<file path="config.mk">
export PLATFORM = sky130hd
export DESIGN_NAME = dds_sine_gen
export DESIGN_NICKNAME = d
export VERILOG_FILES = /design/src/rtl/dds_pkg.sv /design/src/rtl/dds_phase_accum.sv /design/src/rtl/dds_sine_rom.sv /design/src/rtl/dds_coarse_decoder.sv /design/src/rtl/dds_sine_gen.sv
export SDC_FILE = /design/constraint.sdc
export NUM_CORES = 1
export LEC_CHECK = 0
export BUFFER_PORTS_ARGS = -buffer_cell sky130_fd_sc_hd__buf_4
export CORE_MARGIN = 2
export CORE_UTILIZATION = 59
export CTS_CLUSTER_DIAMETER = 100
export DETAILED_ROUTE_END_ITERATION = 10
export HOLD_SLACK_MARGIN = 0.06
export PLACE_DENSITY_LB_ADDON = 0.25
export SYNTH_ARGS = -nofsm -noshare
export SYNTH_HDL_FRONTEND = slang
export SYNTH_SLANG_ARGS = --single-unit
export TNS_END_PERCENT = 20
</file>
<file path="constraint.sdc">
create_clock -name clk -period 3.2 [get_ports clk]
set_input_delay 0.16 -clock clk [delete_from_list [all_inputs] [get_ports clk]]
set_output_delay 0.16 -clock clk [all_outputs]
set_load 0.03 [all_outputs]
</file>
<file path="src/rtl/dds_pkg.sv">
package dds_pkg;

    localparam real TWO_PI = 6.283185307179586;

    // Offset-binary sine code for table slot k of a 2^aw table, dw bits wide.
    function automatic int sine_code(input int k, input int aw, input int dw);
        real amp;
        real v;
        int  mid;
        mid = 1 << (dw - 1);
        amp = real'(mid - 1);
        v   = amp * $sin(TWO_PI * real'(k) / real'(1 << aw));
        if (v >= 0.0)
            return mid + $rtoi(v + 0.5);
        else
            return mid - $rtoi(0.5 - v);
    endfunction

    // Largest usable word: phase range times 2/5 (clock over 2.5).
    function automatic longint word_limit(input int pw);
        return ((longint'(1) << pw) * 2) / 5;
    endfunction

endpackage

</file>
<file path="src/rtl/dds_phase_accum.sv">
module dds_phase_accum #(
    parameter int PHASE_W = 24
) (
    input  logic               clk,
    input  logic               rst,
    input  logic               wr,
    input  logic [PHASE_W-1:0] word_in,
    output logic [PHASE_W-1:0] phase_q,
    output logic [PHASE_W-1:0] word_q
);
    localparam logic [PHASE_W-1:0] LIMIT = PHASE_W'(dds_pkg::word_limit(PHASE_W));

    logic [PHASE_W-1:0] word_lim;

    always_comb begin
        word_lim = (word_in > LIMIT) ? LIMIT : word_in;
    end

    always_ff @(posedge clk) begin
        if (rst) begin
            phase_q <= '0;
            word_q  <= '0;
        end else begin
            phase_q <= phase_q + word_q;
            if (wr) begin
                word_q <= word_lim;
            end
        end
    end
endmodule

</file>
<file path="src/rtl/dds_sine_rom.sv">
module dds_sine_rom #(
    parameter int ADDR_W = 8,
    parameter int DATA_W = 8
) (
    input  logic              clk,
    input  logic              rst,
    input  logic [ADDR_W-1:0] addr,
    output logic [DATA_W-1:0] sample_q
);
    localparam int              DEPTH = 1 << ADDR_W;
    localparam logic [DATA_W-1:0] MID = DATA_W'(1 << (DATA_W - 1));

    logic [DATA_W-1:0] rom [DEPTH];

    for (genvar k = 0; k < DEPTH; k++) begin : g_slot
        localparam logic [DATA_W-1:0] CODE = DATA_W'(dds_pkg::sine_code(k, ADDR_W, DATA_W));
        assign rom[k] = CODE;
    end

    always_ff @(posedge clk) begin
        if (rst) begin
            sample_q <= MID;
        end else begin
            sample_q <= rom[addr];
        end
    end
endmodule

</file>
<file path="src/rtl/dds_coarse_decoder.sv">
module dds_coarse_decoder #(
    parameter int SEL_W = 3
) (
    input  logic                   clk,
    input  logic                   rst,
    input  logic [SEL_W-1:0]       sel,
    output logic [(1<<SEL_W)-1:0]  lines_q
);
    localparam int LINES = 1 << SEL_W;

    logic [LINES-1:0] lines_d;

    for (genvar i = 0; i < LINES; i++) begin : g_line
        assign lines_d[i] = (sel == SEL_W'(i));
    end

    always_ff @(posedge clk) begin
        if (rst) begin
            lines_q <= LINES'(1);
        end else begin
            lines_q <= lines_d;
        end
    end
endmodule

</file>
<file path="src/rtl/dds_sine_gen.sv">
module dds_sine_gen #(
    parameter int PHASE_W  = 24,
    parameter int LUT_AW   = 8,
    parameter int SAMPLE_W = 8
) (
    input  logic                clk,
    input  logic                rst,
    input  logic                ftw_wr,
    input  logic [PHASE_W-1:0]  ftw_in,
    output logic [PHASE_W-1:0]  phase_out,
    output logic [SAMPLE_W-1:0] sample_out,
    output logic [7:0]          seg_out
);
    localparam int SEG_SEL_W = 3;

    logic [PHASE_W-1:0] phase_q;
    logic [PHASE_W-1:0] ftw_q;

    dds_phase_accum #(.PHASE_W(PHASE_W)) u_acc (
        .clk     (clk),
        .rst     (rst),
        .wr      (ftw_wr),
        .word_in (ftw_in),
        .phase_q (phase_q),
        .word_q  (ftw_q)
    );

    dds_sine_rom #(.ADDR_W(LUT_AW), .DATA_W(SAMPLE_W)) u_rom (
        .clk      (clk),
        .rst      (rst),
        .addr     (phase_q[PHASE_W-1 -: LUT_AW]),
        .sample_q (sample_out)
    );

    dds_coarse_decoder #(.SEL_W(SEG_SEL_W)) u_seg (
        .clk     (clk),
        .rst     (rst),
        .sel     (phase_q[PHASE_W-1 -: SEG_SEL_W]),
        .lines_q (seg_out)
    );

    assign phase_out = phase_q;
endmodule

</file>
==> results.toml, run 1 <==
[sta]
max_slew_margin_pct = 41.7
rsz0062_at_grt = "no"
clock.fmax_mhz = 397
hold_violations = 0
fin_skew_ns = 0.0228
worst_slew_pin_slew_ns = 0.873
drv_slew = 0
fin_crit_sh_pct = 78.7
finalSetupViolCount = 0
min_period_ns = 2.52
fin_setup_tns_ns = 0

[floorplanning]
die_h_um = 98.5
core-area_sq_um = 8680
rows = 34
die_area_sq_um = 9700
initial_core_util_pct = 60.7
ioPinCount = 67
fp.dieW_um = 98.5

[route]
ant_nets = 0
route.vias.total = 5683
routedWlPerCell_um = 19.5
drt_drc_violations_left = 0
wl_um = 16600
drt-pass1-iter-count = 5
drt-vias-per-instance = 6.69
drt_iter0_markers = 484

[clocking]
h-tree-depth = 3
clock_latency_ns = 0.34
cts.sinks = 64
cts_setup_buffers = 0
cts_buffer_depth = 2
path_clk_slew_ns = 0.08
root_buffer = "clkbuf_8"
cts_tree = "built"
numCtsBuffers = 9

[synth]
synth_area_sq_um = 5270
synth-edff-count = 0
seq_area_frac_synth_pct = 24.3
synth.distinct_cells = 84
synth_cells = 694
ys_ff_latch = 64
syn_area_per_cell_sq_um = 7.59
ys.flop_type = "dfxtp_1"
synthesis.nets = 757
yosysWarnings = 0
ys_async_sr_fraction_pct = 0

[critical_path]
crit_type = "register to register"
start_kind = "register"
required_ns = 3.43
cp.arrival_ns = 2.75
endpoint_kind = "register"
path_max_fanout = 3

[placement]
gp_congestion = 0.969
port_buffers = 66
post_dp_cell_area_sq_um = 5710
dp_hpwl_um = 11300

[run_status]
status = "finished, final reports clean"

[flow_run]
maxCapViolCount = 0

[global_route]
grt_pass1_wl_um = 26500
track_usage_pct = 33.6
grt_overflow = 0
grt_pass1_vias = 5336
grt_start_max_net_pins = 68
antenna_found_initial = 0

[final_layout]
final_common_cell = "nor2_1"
mostFrequentLayoutCells = "98 x nor2_1, 80 x buf_4, 61 x dfxtp_1, 60 x a21oi_1, 52 x nand2_1"
area_growth_pct = 13.3
drive_gt1_share_pct = 17.8
n_antenna_cell = 0
fin_util_pct = 68.8
fin_nets = 800
final_area_sq_um = 5970

[pwr]
p_int_mw = 1.80
vdd_drop_max_v = 0.000289
seqPwrFrac_pct = 30.9
power_frac_comb_pct = 50.3
power_switching_mw = 1.51
power_frac_clock_pct = 18.8
switching_share_pct = 45.7
power.leakage_nw = 2.39
cellPowerDensity_nw_per_um2 = 556

[worst_hold_path]
min-delay-path-class = "primary input to register"
## power groups by stage
| stage | clock (mW) | sequential (mW) | combinational [mW] |
|---|---|---|---|
| finish | 0.624 | 1.02 | 1.67 |
| floorplan | 0 | 1.12 | 1.11 |
| global placement | 0 | 1.03 | 1.60 |
| CTS | 0.633 | 1.02 | 1.63 |
| detailed placement | 0 | 1.04 | 1.61 |
| global route | 0.658 | 1.04 | 1.80 |
## flip-flops by register name (all words and copies together), names as in the netlist
register / flops
u_acc.phase_q: 24
u_acc.word_q: 24
u_rom.sample_q: 8
u_seg.lines_q: 8
## worst max-delay path: stages, from the launching register on
cell	delay (ns)
dfxtp_1	0.36
ha_1	0.21
inv_1	0.07
fa_1	0.38
and2b_1	0.27
o2111ai_2	0.16
a211oi_2	0.27
or2_4	0.18
a41oi_2	0.14
mux2_1	0.35
## final timing paths
path                            cells after the start                end              from  slack, ns
worst max-delay path                                9  u_acc.phase_q[14]  u_acc.phase_q[0]       0.68
worst min-delay path                                3    u_acc.word_q[4]         ftw_in[4]        0.1
worst max register to register                      9  u_acc.phase_q[14]  u_acc.phase_q[0]       0.68
worst min register to register                      2   u_acc.word_q[20]  u_acc.word_q[20]       0.46
## kinds of logic after synthesis
kind of cell	synth area share [%]
AOI/OAI and AO/OA	31.4
adders and majority gates	8.89
DFF	24.3
xor gates and xnor gates	2.99
and+or+nand+nor	23.5
muxes	2.35
buffers and inverters	6.53
## final cells by class
| class | instances | area, sq um |
|---|---|---|
| clock buffer | 10 | 128 |
| timing repair buffer | 89 | 691 |
| sequential | 64 | 1280 |
| tap | 108 | 135 |
| clock inverter | 5 | 35.0 |
| multi-input combinational | 559 | 3640 |
| fill | 698 | 2710 |
| inverter | 14 | 52.6 |
## metal layers
| layer | track usage (%) | vias to the layer above | part of all wire, % |
|---|---|---|---|
| met4 | 18.7 | 0 | 4.8 |
| met2 | 54.9 | 383 | 47 |
| li1 | - | 2643 | - |
| met5 | 0 | - | 0 |
| met3 | 6.03 | 65 | 10 |
| met1 | 41.9 | 2592 | 38 |
## what timing repair did
item | CTS | global route
resized for setup | 0 | 0
endpoints found under the hold margin | 9 | 0
hold buffers | 9 | 0
## Yosys cell counts, types with 14 or more instances
library cell / count / area share (%)
dfxtp_1: 64 / 24
ha_1: 35 / 8.3
nand3_1: 16 / 1.5
nor2_1: 98 / 7.0
nor3_1: 25 / 2.4
o21ai_0: 35 / 3.3
clkbuf_1: 27 / 1.9
a31oi_1: 14 / 1.7
buf_2: 14 / 1.3
nand2_1: 52 / 3.7
a21oi_1: 60 / 5.7
a211oi_1: 16 / 2.3
## stage by stage
step | hold slack, ns | setup slack [ns] | power (mW) | instances
6_report | 0.0964 | 0.680 | 3.32 | 849
3_3_place_gp | 0.391 | 0.777 | 2.64 | 825
3_5_place_dp | 0.396 | 0.717 | 2.65 | 825
5_1_grt | 0.0818 | 0.516 | 3.49 | 849
2_1_floorplan | 0.284 | 0.590 | 2.23 | 694
4_1_cts | 0.0677 | 0.681 | 3.28 | 849
(Power assumes the default switching activity.)
==> inputs of run 2 (changes only) <==
- ABC_AREA: default -> 1
- CORE_UTILIZATION: 59 -> 60
- clock period: 3.2 -> 2.58 ns (I/O delays scaled with it)
==> run 2 against run 1 <==
Compared with the run above:
- flip-flop and latch count unchanged
- critical path depth is 3 higher
- die area barely moved
- clock power rose by 79%
- register-to-register slack lost 0.097 ns
- via count rose by 11%
- clock-buffer cell count did not move
- cell area rose by 3.3%
- maximum frequency rose by 26%
- critical path type unchanged
- critical endpoint is now u_rom.sample_q[2]
==> results.toml, run 2 <==
[run_status]
status = "finished, final reports clean"

[critical_path]
crit_type = "register to register"
start_kind = "register"
endpoint_kind = "register"
cp.arrival_ns = 2.25
required_ns = 2.83
path_max_fanout = 8

[pwr]
power.leakage_nw = 3.31
total_power_mw = 3.76
cellPowerDensity_nw_per_um2 = 610
vdd_drop_max_v = 0.000391

[synth]
synth_area_sq_um = 5360
syn_area_per_cell_sq_um = 5.69
synth.largest_area_cell = "dfxtp_1"
ys_async_sr_fraction_pct = 0
synth_top_area_share_pct = 23.9
seq_area_frac_synth_pct = 23.9
synthTopCellsByCount = "329 x nand2_1, 111 x inv_1, 110 x nor2_1"
synth-edff-count = 0
yosys-top-cells-area = "dfxtp_1 24%, nand2_1 23%, ha_1 8.2%, nand3_1 7.8%, inv_1 7.8%"
yosysWarnings = 0
synth.most_common_cell = "nand2_1"
synth_cells = 941
synth.distinct_cells = 31
synthesis.nets = 1004
ys_ff_latch = 64
ys.flop_type = "dfxtp_1"

[clocking]
numCtsBuffers = 9
cts_tree = "built"
cts.sinks = 64
clock_latency_ns = 0.35
path_clk_slew_ns = 0.08
cts_setup_buffers = 0
cts_buffer_depth = 2
root_buffer = "clkbuf_8"
h-tree-depth = 3

[floorplanning]
fp.dieW_um = 98.5
die_h_um = 98.5
ioPinCount = 67
initial_core_util_pct = 61.7
die_area_sq_um = 9700
rows = 34
core-area_sq_um = 8680

[sta]
finalSetupViolCount = 0
min_period_ns = 2.00
fin_setup_tns_ns = 0
fin_ws_ns = 0.583
worst_slew_pin_slew_ns = 0.774
drv_slew = 0
max_slew_margin_pct = 48.3
fin_crit_sh_pct = 77.4
rsz0062_at_grt = "no"
hold_slack_ns = 0.0589
clock.fmax_mhz = 501
hold_violations = 0
fin_skew_ns = 0.00986

[route]
ant_nets = 0
drt_iter0_markers = 474
route.vias.total = 6302
routedWlPerCell_um = 14.9
drt-vias-per-instance = 5.66
drt-pass1-iter-count = 7
drt_drc_violations_left = 0
wl_um = 16500

[final_layout]
reg_top3 = "u_acc.phase_q (24), u_acc.word_q (24)"
multiInputGateArea_sq_um = 3470
final_common_cell = "nand2_1"
area_growth_pct = 15.0
n_antenna_cell = 0
drive_gt1_share_pct = 11.4
seq_area_sq_um = 1280
fin_nets = 1064
mostFrequentLayoutCells = "329 x nand2_1, 111 x inv_1, 110 x nor2_1, 84 x nand3_1, 77 x buf_4"
fin_util_pct = 71.0
final_cells = 1114
final_area_sq_um = 6160
fill_cells = 817

[placement]
dp_hpwl_um = 12500
gp_congestion = 1.16
post_dp_cell_area_sq_um = 5900
dp.cells = 1097
port_buffers = 66
pre_cts_ws_ns = 0.632

[worst_hold_path]
min-delay-path-class = "primary input to register"

[global_route]
grt_start_max_net_pins = 29
grt_pass1_vias = 5887
track_usage_pct = 34.5
antenna_found_initial = 0
grt_overflow = 0
grt_pass1_wl_um = 27400

[flow_run]
maxCapViolCount = 0
-- run 2: cell count changes in the layout (fill, tap and decap cells not counted), sizes merged, moves of 13 or more --
cell	previous run	this run
nor2	99	114
nor3	26	8
inv	13	118
nand2b	13	0
nand3	16	84
nand2	53	340
a21oi	62	77
a211oi	22	0
-- run 2: final timing paths --
check	from	end	slack [ns]	depth (start not counted)
max	u_acc.phase_q[17]	u_rom.sample_q[2]	0.58	12
min	ftw_in[5]	u_acc.word_q[5]	0.06	3
max reg2reg	u_acc.phase_q[17]	u_rom.sample_q[2]	0.58	12
min reg2reg	u_acc.word_q[23]	u_acc.word_q[23]	0.47	2
-- run 2: cell families (layout without fill, tap and decap cells) --
group / count (synthesis) / after routing / synth area share, %
adders and majority gates: 36 / 36 / 8.55
buffers and inverters: 146 / 211 / 11.4
and+or+nand+nor: 556 / 556 / 42.4
xor gates and xnor gates: 2 / 2 / 0.327
AOI/OAI and AO/OA: 137 / 137 / 13.5
DFF: 64 / 64 / 23.9
-- run 2: layout make-up --
class	count	area share, %
well taps	108	2.19
multi-input cells	731	56.3
clock inverters	6	1.87
repair buffers	78	9.54
clock buffers	10	2.23
flip-flops and latches	64	20.8
inverters	117	7.13
-- run 2: critical path, stage by stage (launching register included) --
cell and delay [ns]:
dfxtp_1 0.48, inv_1 0.20, ha_1 0.37, inv_1 0.12, nand2_1 0.11, nand2_1 0.15
nand2_1 0.08, nand3_1 0.08, nand3_1 0.07, nand2_1 0.06, nand3_1 0.08, nand2_1 0.06
nand2_1 0.05
-- run 2: power breakdown --
part / internal, mW / total [mW] / switching, mW
clock network: 0.674 / 1.12 / 0.444
registers: 1.09 / 1.16 / 0.0778
logic: 0.486 / 1.48 / 0.989
-- run 2: repair_timing --
| action | 4_1_cts | 5_1_grt |
|---|---|---|
| gates resized for setup | 0 | 0 |
| setup endpoints to repair | 0 | 0 |
| hold buffers | 1 | 0 |
| endpoints found under the hold margin | 1 | 0 |
-- run 2: metal layers --
metal	global-route usage (%)	routed length [um]
met2	60.2	8070
met1	41.0	6270
met5	0	0
met4	18.8	841
met3	4.61	1370
